$ cat config.mk
export PLATFORM = sky130hd
export DESIGN_NAME = cache_range_splitter
export DESIGN_NICKNAME = d
export VERILOG_FILES = /design/src/rtl/crs_pkg.sv /design/src/rtl/crs_line_align.sv /design/src/rtl/crs_chunk_end.sv /design/src/rtl/cache_range_splitter.sv
export SDC_FILE = /design/constraint.sdc
export NUM_CORES = 1
export LEC_CHECK = 0
export CAP_MARGIN = 20
export CORE_MARGIN = 2
export CORE_UTILIZATION = 30
export CTS_BUF_LIST = sky130_fd_sc_hd__clkbuf_4
export DETAILED_ROUTE_END_ITERATION = 7
export PLACE_DENSITY_LB_ADDON = 0.08
export SLEW_MARGIN = 0
export SYNTH_ARGS = -nofsm -noshare
export SYNTH_HDL_FRONTEND = slang
export SYNTH_SLANG_ARGS = --single-unit
export TNS_END_PERCENT = 20
$ cat constraint.sdc
create_clock -name clk -period 10.2 [get_ports clk]
set_clock_uncertainty 0.2 [all_clocks]
set_input_delay 2.55 -clock clk [delete_from_list [all_inputs] [get_ports clk]]
set_output_delay 2.55 -clock clk [all_outputs]
set_load 0.03 [all_outputs]
$ cat src/rtl/crs_pkg.sv
package crs_pkg;
  typedef enum logic [1:0] {
    OP_INVAL = 2'd0,
    OP_CLEAN = 2'd1,
    OP_FLUSH = 2'd2
  } op_e;

  typedef enum logic [1:0] {
    CMD_LINE_CI     = 2'd0,
    CMD_RANGE_CLEAN = 2'd1,
    CMD_RANGE_INVAL = 2'd2
  } cmd_e;

  typedef enum logic [1:0] {
    ST_IDLE = 2'd0,
    ST_PICK = 2'd1,
    ST_WAIT = 2'd2
  } state_e;
endpackage

$ cat src/rtl/crs_line_align.sv
// Rounds a byte address down and up to line boundaries (one extra bit for carry).
module crs_line_align #(
  parameter int AW   = 32,
  parameter int LINE = 32
) (
  input  logic [AW-1:0] addr,
  output logic [AW:0]   down,
  output logic [AW:0]   up,
  output logic          partial
);
  localparam int LB = $clog2(LINE);

  logic [AW:0] bumped;

  always_comb begin
    bumped  = {1'b0, addr} + (AW+1)'(LINE - 1);
    down    = {1'b0, addr[AW-1:LB], {LB{1'b0}}};
    up      = {bumped[AW:LB], {LB{1'b0}}};
    partial = |addr[LB-1:0];
  end
endmodule

$ cat src/rtl/crs_chunk_end.sv
// Exclusive end of the next chunk: minimum of request end, size cap and next page.
module crs_chunk_end #(
  parameter int AW    = 32,
  parameter int LINE  = 32,
  parameter int MAXB  = 1024,
  parameter int PAGE  = 4096
) (
  input  logic [AW:0]   cur,
  input  logic [AW:0]   lim,
  output logic [AW:0]   chunk_end,
  output logic [AW-1:0] chunk_last
);
  localparam int PB = $clog2(PAGE);

  logic [AW:0] page_next;
  logic [AW:0] size_next;
  logic [AW:0] pick;
  logic [AW:0] last_full;

  always_comb begin
    page_next = {cur[AW:PB], {PB{1'b0}}} + (AW+1)'(PAGE);
    size_next = cur + (AW+1)'(MAXB);
    pick      = lim;
    if (size_next < pick) pick = size_next;
    if (page_next < pick) pick = page_next;
    chunk_end  = pick;
    last_full  = pick - (AW+1)'(LINE);
    chunk_last = last_full[AW-1:0];
  end
endmodule

$ cat src/rtl/cache_range_splitter.sv
module cache_range_splitter #(
  parameter int AW   = 32,
  parameter int LINE = 32,
  parameter int MAXB = 1024,
  parameter int PAGE = 4096
) (
  input  logic          clk,
  input  logic          rst,
  input  logic          wt_override,
  input  logic          req_valid,
  output logic          req_ready,
  input  logic [1:0]    req_op,
  input  logic [AW-1:0] req_start,
  input  logic [AW-1:0] req_end,
  output logic          req_done,
  output logic          cmd_valid,
  output logic [1:0]    cmd_kind,
  output logic [AW-1:0] cmd_addr,
  output logic [AW-1:0] cmd_last_addr,
  input  logic          cmd_done
);
  import crs_pkg::*;
  localparam int LB = $clog2(LINE);

  state_e      state;
  logic [1:0]  op_q;
  logic [AW:0] cur_q;
  logic [AW:0] lim_q;
  logic        head_q;
  logic        tail_q;
  logic        phase_q;

  logic [AW:0]   s_down, s_up, e_down, e_up;
  logic          s_part, e_part;
  logic [AW:0]   ce;
  logic [AW-1:0] ce_last;
  logic [AW:0]   lim_line;
  logic          lim_part;
  logic          is_inval_req, is_clean_q, is_inval_q;
  logic [1:0]    range_kind;

  crs_line_align #(.AW(AW), .LINE(LINE)) u_align_start (
    .addr(req_start), .down(s_down), .up(s_up), .partial(s_part)
  );

  crs_line_align #(.AW(AW), .LINE(LINE)) u_align_end (
    .addr(req_end), .down(e_down), .up(e_up), .partial(e_part)
  );

  crs_chunk_end #(.AW(AW), .LINE(LINE), .MAXB(MAXB), .PAGE(PAGE)) u_chunk (
    .cur(cur_q), .lim(lim_q), .chunk_end(ce), .chunk_last(ce_last)
  );

  always_comb begin
    is_inval_req = (req_op == OP_INVAL);
    is_inval_q   = (op_q == OP_INVAL);
    is_clean_q   = (op_q == OP_CLEAN);
    lim_line     = {lim_q[AW:LB], {LB{1'b0}}};
    lim_part     = |lim_q[LB-1:0];
    if (is_inval_q)      range_kind = CMD_RANGE_INVAL;
    else if (is_clean_q) range_kind = CMD_RANGE_CLEAN;
    else                 range_kind = phase_q ? CMD_RANGE_INVAL : CMD_RANGE_CLEAN;
  end

  assign req_ready = (state == ST_IDLE);

  always_ff @(posedge clk) begin
    if (rst) begin
      state         <= ST_IDLE;
      op_q          <= OP_INVAL;
      cur_q         <= '0;
      lim_q         <= '0;
      head_q        <= 1'b0;
      tail_q        <= 1'b0;
      phase_q       <= 1'b0;
      req_done      <= 1'b0;
      cmd_valid     <= 1'b0;
      cmd_kind      <= CMD_LINE_CI;
      cmd_addr      <= '0;
      cmd_last_addr <= '0;
    end else begin
      req_done <= 1'b0;
      unique case (state)
        ST_IDLE: begin
          if (req_valid) begin
            op_q    <= req_op;
            phase_q <= 1'b0;
            cur_q   <= s_down;
            head_q  <= is_inval_req && s_part;
            tail_q  <= is_inval_req;
            // invalidate keeps the raw end for the tail check; others round up
            lim_q   <= is_inval_req ? {1'b0, req_end} : e_up;
            if (req_op == OP_CLEAN && wt_override) req_done <= 1'b1;
            else                                   state    <= ST_PICK;
          end
        end
        ST_PICK: begin
          if (head_q) begin
            head_q        <= 1'b0;
            cmd_valid     <= 1'b1;
            cmd_kind      <= CMD_LINE_CI;
            cmd_addr      <= cur_q[AW-1:0];
            cmd_last_addr <= cur_q[AW-1:0];
            cur_q         <= cur_q + (AW+1)'(LINE);
            state         <= ST_WAIT;
          end else if (tail_q) begin
            tail_q <= 1'b0;
            if (cur_q < lim_q && lim_part) begin
              cmd_valid     <= 1'b1;
              cmd_kind      <= CMD_LINE_CI;
              cmd_addr      <= lim_line[AW-1:0];
              cmd_last_addr <= lim_line[AW-1:0];
              lim_q         <= lim_line;
              state         <= ST_WAIT;
            end else begin
              lim_q <= lim_line;
            end
          end else if (cur_q < lim_q) begin
            cmd_valid     <= 1'b1;
            cmd_kind      <= range_kind;
            cmd_addr      <= cur_q[AW-1:0];
            cmd_last_addr <= ce_last;
            state         <= ST_WAIT;
            if (op_q[1] && !phase_q) begin
              phase_q <= 1'b1;
            end else begin
              phase_q <= 1'b0;
              cur_q   <= ce;
            end
          end else begin
            req_done <= 1'b1;
            state    <= ST_IDLE;
          end
        end
        ST_WAIT: begin
          if (cmd_done) begin
            cmd_valid <= 1'b0;
            state     <= ST_PICK;
          end
        end
        default: state <= ST_IDLE;
      endcase
    end
  end
endmodule

# After elaboration in Yosys (flattened, before gate mapping)
# Cells that the tools add are included.
[totals]
output_inout_bits = 69
input_bits = 71
ff_bits = 141
[op_classes]
n_bitwise = 1
reduce_logical = 23
n_mux = 58
magnitude_cmp = 3
add_sub_neg = 5
n_eq_ne = 17
[op_table]
columns = ["operator", "n"]
rows = [
  ["2-to-1 mux 33 bit", 9],
  ["2-to-1 mux 32 bit", 7],
  ["one-hot mux 33 bit (2 select lines)", 2],
  ["less-than comparator 33 bit", 3],
  ["adder 32 x 5 -> 33 bit, second input constant", 1],
  ["adder 33 x 11 -> 33 bit, second input constant", 1],
  ["adder 33 x 13 -> 33 bit, second input constant", 1],
  ["adder 33 x 6 -> 33 bit, second input constant", 1],
  ["subtractor 32 x 6 -> 32 bit, second input constant", 1],
  ["2-to-1 mux 2 bit", 14],
  ["2-to-1 mux 1 bit", 18],
  ["inequality test 2 bit, second input constant", 7],
  ["AND reduction 4 bit", 3],
  ["2-to-1 mux 5 bit", 2],
  ["one-hot mux 1 bit (2 select lines)", 5],
  ["AND reduction 5 bit", 2],
  ["OR reduction 5 bit", 2],
  ["inequality test 3 bit, second input constant", 3],
  ["AND reduction 3 bit", 3],
  ["inequality test 4 bit, second input constant", 2],
  ["equality test 2 x 1 -> 1 bit, second input constant", 3],
  ["zero test 2 bit", 3],
  ["one-hot mux 2 bit (3 select lines)", 1],
  ["logical AND 1 bit", 4],
  ["other kinds (7)", 9],
]

# Logic depth before layout (Yosys ltp)
[depth]
depth_word = 10
mapped_depth = 42

# Hierarchy
# Synthesis repeated with hierarchy kept, for this count alone.
[hier_totals]
cells_unflattened = 2003
hier_area_um2 = 14631.5
[modules_own_cells]
columns = ["mod", "seq_area_each_um2", "area_each_um2", "cells_per_inst", "n_inst"]
rows = [
  ["cache_range_splitter", 2822.7, 8774.7, 1120, 1],
  ["crs_chunk_end", 0.0, 4060.1, 630, 1],
  ["crs_line_align at u_align_start", 0.0, 933.4, 129, 1],
  ["crs_line_align at u_align_end", 0.0, 863.3, 124, 1],
]

# Worst setup path before layout
# Ideal clock, no wire load.
[synth_timing]
kind = "register to register"
startpoint = "reg cur_q[12]"
endpoint = "reg cmd_last_addr[27]"
path_slack_ps = 1925
n_path_buf = 6
required_ps = 9863
path_stages_with_launch = 40
period_less_slack_ps = 8275
t_arrival_ps = 7938
setup_ps = 137
cell_sequence = "dfxtp_1 ha_1 and4_1 nand4_1 nor3_2 and3_1 clkbuf_1 nand2_1 xnor2_1 ha_1 a21o_1 a21o_1 a32oi_1 nand4_2 nor2_4 clkbuf_1 a21oi_1 ha_1 [... 4 more ...] o31a_1 a21oi_4 and2_1 buf_6 buf_8 buf_6 or2_1 ha_1 clkbuf_1 inv_1 or3_1 nor4_1 a21oi_1 a211o_1 o32ai_1 xor2_1 a222oi_1 a211oi_1"
[synth_via]
elab_chain_len = 9
elab_cells_between_ends = 15
cone_classes = "add/sub: 3; order compare: 3; eq/ne: 1; mux: 5; reduce/logical: 3"
[synth_rtl]
columns = ["item", "line", "source"]
rows = [
  ["from (decl)", "cache_range_splitter.sv:27", "logic [AW:0] cur_q;"],
  ["from (signal assigned)", "cache_range_splitter.sv:88", "cur_q <= s_down;"],
  ["from (signal assigned)", "cache_range_splitter.sv:104", "cur_q <= cur_q + (AW+1)'(LINE);"],
  ["adder 33 x 11 -> 33 bit", "crs_chunk_end.sv:22", "size_next = cur + (AW+1)'(MAXB);"],
  ["less-than comparator 33 bit", "crs_chunk_end.sv:24", "if (size_next < pick) pick = size_next;"],
  ["2-to-1 mux 33 bit", "crs_chunk_end.sv:24", ""],
  ["less-than comparator 33 bit", "crs_chunk_end.sv:25", "if (page_next < pick) pick = page_next;"],
  ["2-to-1 mux 33 bit", "crs_chunk_end.sv:25", ""],
  ["subtractor 32 x 6 -> 32 bit", "crs_chunk_end.sv:27", "last_full = pick - (AW+1)'(LINE);"],
  ["2-to-1 mux 32 bit", "cache_range_splitter.sv:118", "end else if (cur_q < lim_q) begin"],
  ["2-to-1 mux 32 bit", "cache_range_splitter.sv:106", "end else if (tail_q) begin"],
  ["2-to-1 mux 32 bit", "cache_range_splitter.sv:98", "if (head_q) begin"],
  ["to (signal assigned)", "cache_range_splitter.sv:103", "cmd_last_addr <= cur_q[AW-1:0];"],
  ["to (signal assigned)", "cache_range_splitter.sv:112", "cmd_last_addr <= lim_line[AW-1:0];"],
  ["to (signal assigned)", "cache_range_splitter.sv:122", "cmd_last_addr <= ce_last;"],
  ["to (decl)", "cache_range_splitter.sv:19", "output logic [AW-1:0] cmd_last_addr,"],
]
# Several ways; a longest one is shown, not always the timed one. The select of a mux whose other input is x is not followed.
# A chain may end at the register's enable or synchronous reset.

# Worst setup path in the final report
[layout_timing]
startpoint = "reg cur_q[14]"
endpoint = "reg cmd_last_addr[15]"
# Same word-level chain as after synthesis.

==> summary.txt <==
Clocking
  • Clock transition at path regs: 0.16 ns
  • CTS tree: yes
  • Skew-Pair Late Insertion Delay: 0.66 ns
  • Post_cts resized: 0
  • Clk Tree Root Cell: clkbuf_4
  • Post-CTS Setup Bufs: 0
  • Cts-stage hold buffer count: 0
  • Num CTS Buffers: 17
  • H-tree level count: 4
  • Clock tree sinks: 141
  • Clock Path Buffers: 2

Worst setup path
  • Arr. time, crit path: 9.35 ns
  • Slowest stage cell, crit path: dfxtp_1
  • FF-to-FF path depth: 35
  • WP data required: 10.54 ns
  • Register-to-register setup slack: 1.20 ns
  • WS Path Type: reg -> reg
  • Critical Path Sink Type: register
  • CP Max Fanout: 24
  • Slowest Stage Delay on Critical Path: 0.77 ns
  • Worst path most repeated cell: a21oi_1
  • R2R Path Start: cur_q[14]
  • CP Launch Type: register
  • Reg2reg end: cmd_last_addr[15]

Hold path
  • Hold path depth: 2
  • Worst min path class: reg -> reg
  • Hold path endpoint: cmd_addr[13]
  • HP Start: lim_q[13]

Synthesis
  • Sequential element share of the synthesized area: 0.2375
  • Mapped Avg Cell Area: 7.315 µm²
  • Post-synthesis async set-or-reset flop share: 0
  • Syn Inst Count: 1625
  • Synth top area share: 0.2375
  • Post-synth EDFFs: 0
  • Synthesized area: 11890 µm²
  • Flops & latches, synth: 141
  • Net count after synthesis: 1779
  • Unique masters post-synth: 90
  • Yosys warns: 0
  • Top FF cell, synth: dfxtp_1
  • Ranking of synthesized cells by area: dfxtp_1 24%, ha_1 8.7%, a21oi_1 6.2%
  • Post-synth top area cell: dfxtp_1

STA
  • RSZ-0062 raised after global routing: no
  • Fin Hold WS: 0.2643 ns
  • Worst relative slew slack: 0.3342
  • Setup Viol. Count Final: 0
  • Final-report hold violation count: 0
  • Minimum clock period: 9.001 ns
  • Worst Tran Pin Value: 0.9964 ns
  • TNS Setup: 0 ns
  • Tcrit/Tclk final: 0.8824
  • Max Freq: 0.1111 GHz
  • Slew Viols, Final: 0

Final layout
  • Layout area overhead: 18.45%
  • Most frequent cells in the layout: 185 x nor2_1, 181 x nand2_1, 147 x a21oi_1
  • Layout cells sized above 1: 0.07912
  • Commonest non-fill, non-tap cell in the layout: nor2_1
  • Fill cells: 4231
  • Nets@finish: 1860
  • Post-Layout Cell Count: 2239
  • Finished Core Util: 0.3618

Floorplanning
  • Row cnt: 72
  • Die ar.: 41230 µm²
  • Number of top-level pins: 140
  • Die Width: 203.1 µm
  • DIE HEIGHT: 203.1 µm
  • Initial Util: 0.3054
  • CORE AREA: 38920 µm²

Global routing
  • Vias in the first global route: 12.34k
  • Gr ovfl total: 0
  • Largest net degree at the start of global routing: 71
  • Initial antenna violation count: 2
  • Total track usage: 0.2650
  • First-pass GRT wire length: 81.09 mm

Pwr
  • P_leak: 5.020 nW
  • Worst vdd ir: 0.0002363 V
  • Power Density: 428.0 nW/µm²

Detailed routing
  • DRC violations left: 0
  • DRT iter0 DRCs: 1082
  • First drt pass iteration count: 7
  • Final ANT Viol Nets: 0
  • Routed WL per cell: 24.40 µm
  • Drt total wl: 54.63 mm
  • Vias/cell: 5.607
  • Via count: 12.55k

Job
  • Max-cap check violation count: 0

Place
  • IO buf count: 139
  • Placed instance count: 2205
  • RePlAce Congestion: 0.9301
  • Post-detail-place hpwl: 41.52 mm

Outcome
  • Status: completed
## registers in the layout, summed over array words and instances, names as in the netlist
register       flops
req_done           1
op_q               2
cmd_valid          1
cmd_addr          32
phase_q            1
lim_q             33
tail_q             1
cmd_last_addr     32
cmd_kind           2
state              2
cur_q             33
head_q             1
## critical path, delay by kind of cell, from the launching register on
kind,cells,cell delay (ns)
fa+ha+maj,3,0.67
simple gates,16,3.80
flops,1,0.77
xor+xnor,1,0.20
buf+inv,3,0.72
compound gates,12,2.49
## layout make-up
cell class              count  area (µm²)  share of cell area
diodes                      2       5.005           0.0003555
flip-flops and latches    141        2824              0.2006
multi-input cells        1289        8268              0.5872
inverters                  67       251.5             0.01786
repair buffers            190        1772              0.1258
clock buffers              20       150.1             0.01066
clock inverters            12       161.4             0.01146
well taps                 518       648.1             0.04603
## cells in the mapped netlist, drive strengths merged (6+ instances only)
master and number:
a22oi 17, xor2 43, a21oi 149, a311oi 30, ha 83, or2 11
and4 8, a41oi 8, a221oi 6, buf 45, nor4 22, o21ai 90
o41ai 6, nand3 56, xnor2 58, nand4 33, dfxtp 141, nand2 182
a21o 18, nand2b 7, nor3 43, nor2b 9, a222oi 9, mux2i 12
inv 67, a31oi 13, and2 7, o311ai 7, o211ai 28, a211oi 59
clkbuf 83, nor2 189, or4 6, and3 13, or3 9
## power by group
group | switching [W] | internal [W] | total [W]
Combinational | 0.00310 | 0.00156 | 0.00466
Sequential | 0.000226 | 0.000704 | 0.000930
Clock | 0.000255 | 0.000181 | 0.000436
Total | 0.00358 | 0.00245 | 0.00603
## stage by stage
| step | setup WS, ns | power, W | instance area [µm²] |
|---|---|---|---|
| CTS | 1.351 | 0.006005 | 14070 |
| detailed placement | 1.355 | 0.005553 | 13760 |
| global placement | 1.602 | 0.005574 | 13760 |
| global route | 0.5520 | 0.006461 | 14080 |
| floorplan | 1.925 | 0.004033 | 11890 |
| finish | 1.199 | 0.006026 | 14080 |
## layer usage
metal,vias to the layer above,wire length (µm),track usage
li1,6087,-,-
met4,0,1387,0.08212
met3,66,1869,0.03451
met5,-,0,0
met1,6059,23320,0.3245
met2,342,28050,0.4795
## kinds of logic (layout without fill, tap and decap cells)
kind of cell / after synthesis / after routing / share of synthesized area
buf+inv: 195 / 289 / 0.06968
fa+ha+maj: 83 / 83 / 0.08737
flops: 141 / 141 / 0.2375
xor+xnor: 101 / 101 / 0.07568
other cells: 0 / 2 / 0
simple gates: 604 / 604 / 0.2408
compound gates: 485 / 485 / 0.2751
mux: 16 / 16 / 0.01389
## worst max path at each step
stage / startpoint / endpoint / slack [ns]
6_report: cur_q[14] / cmd_last_addr[15] / 1.20
2_1_floorplan: cur_q[12] / cmd_last_addr[27] / 1.93
3_3_place_gp: cur_q[14] / cmd_last_addr[15] / 1.60
3_5_place_dp: cur_q[14] / cmd_last_addr[15] / 1.36
4_1_cts: cur_q[14] / cmd_last_addr[15] / 1.35
5_1_grt: cur_q[14] / cmd_last_addr[15] / 0.55
No activity file was read; power rests on OpenSTA's default activity.
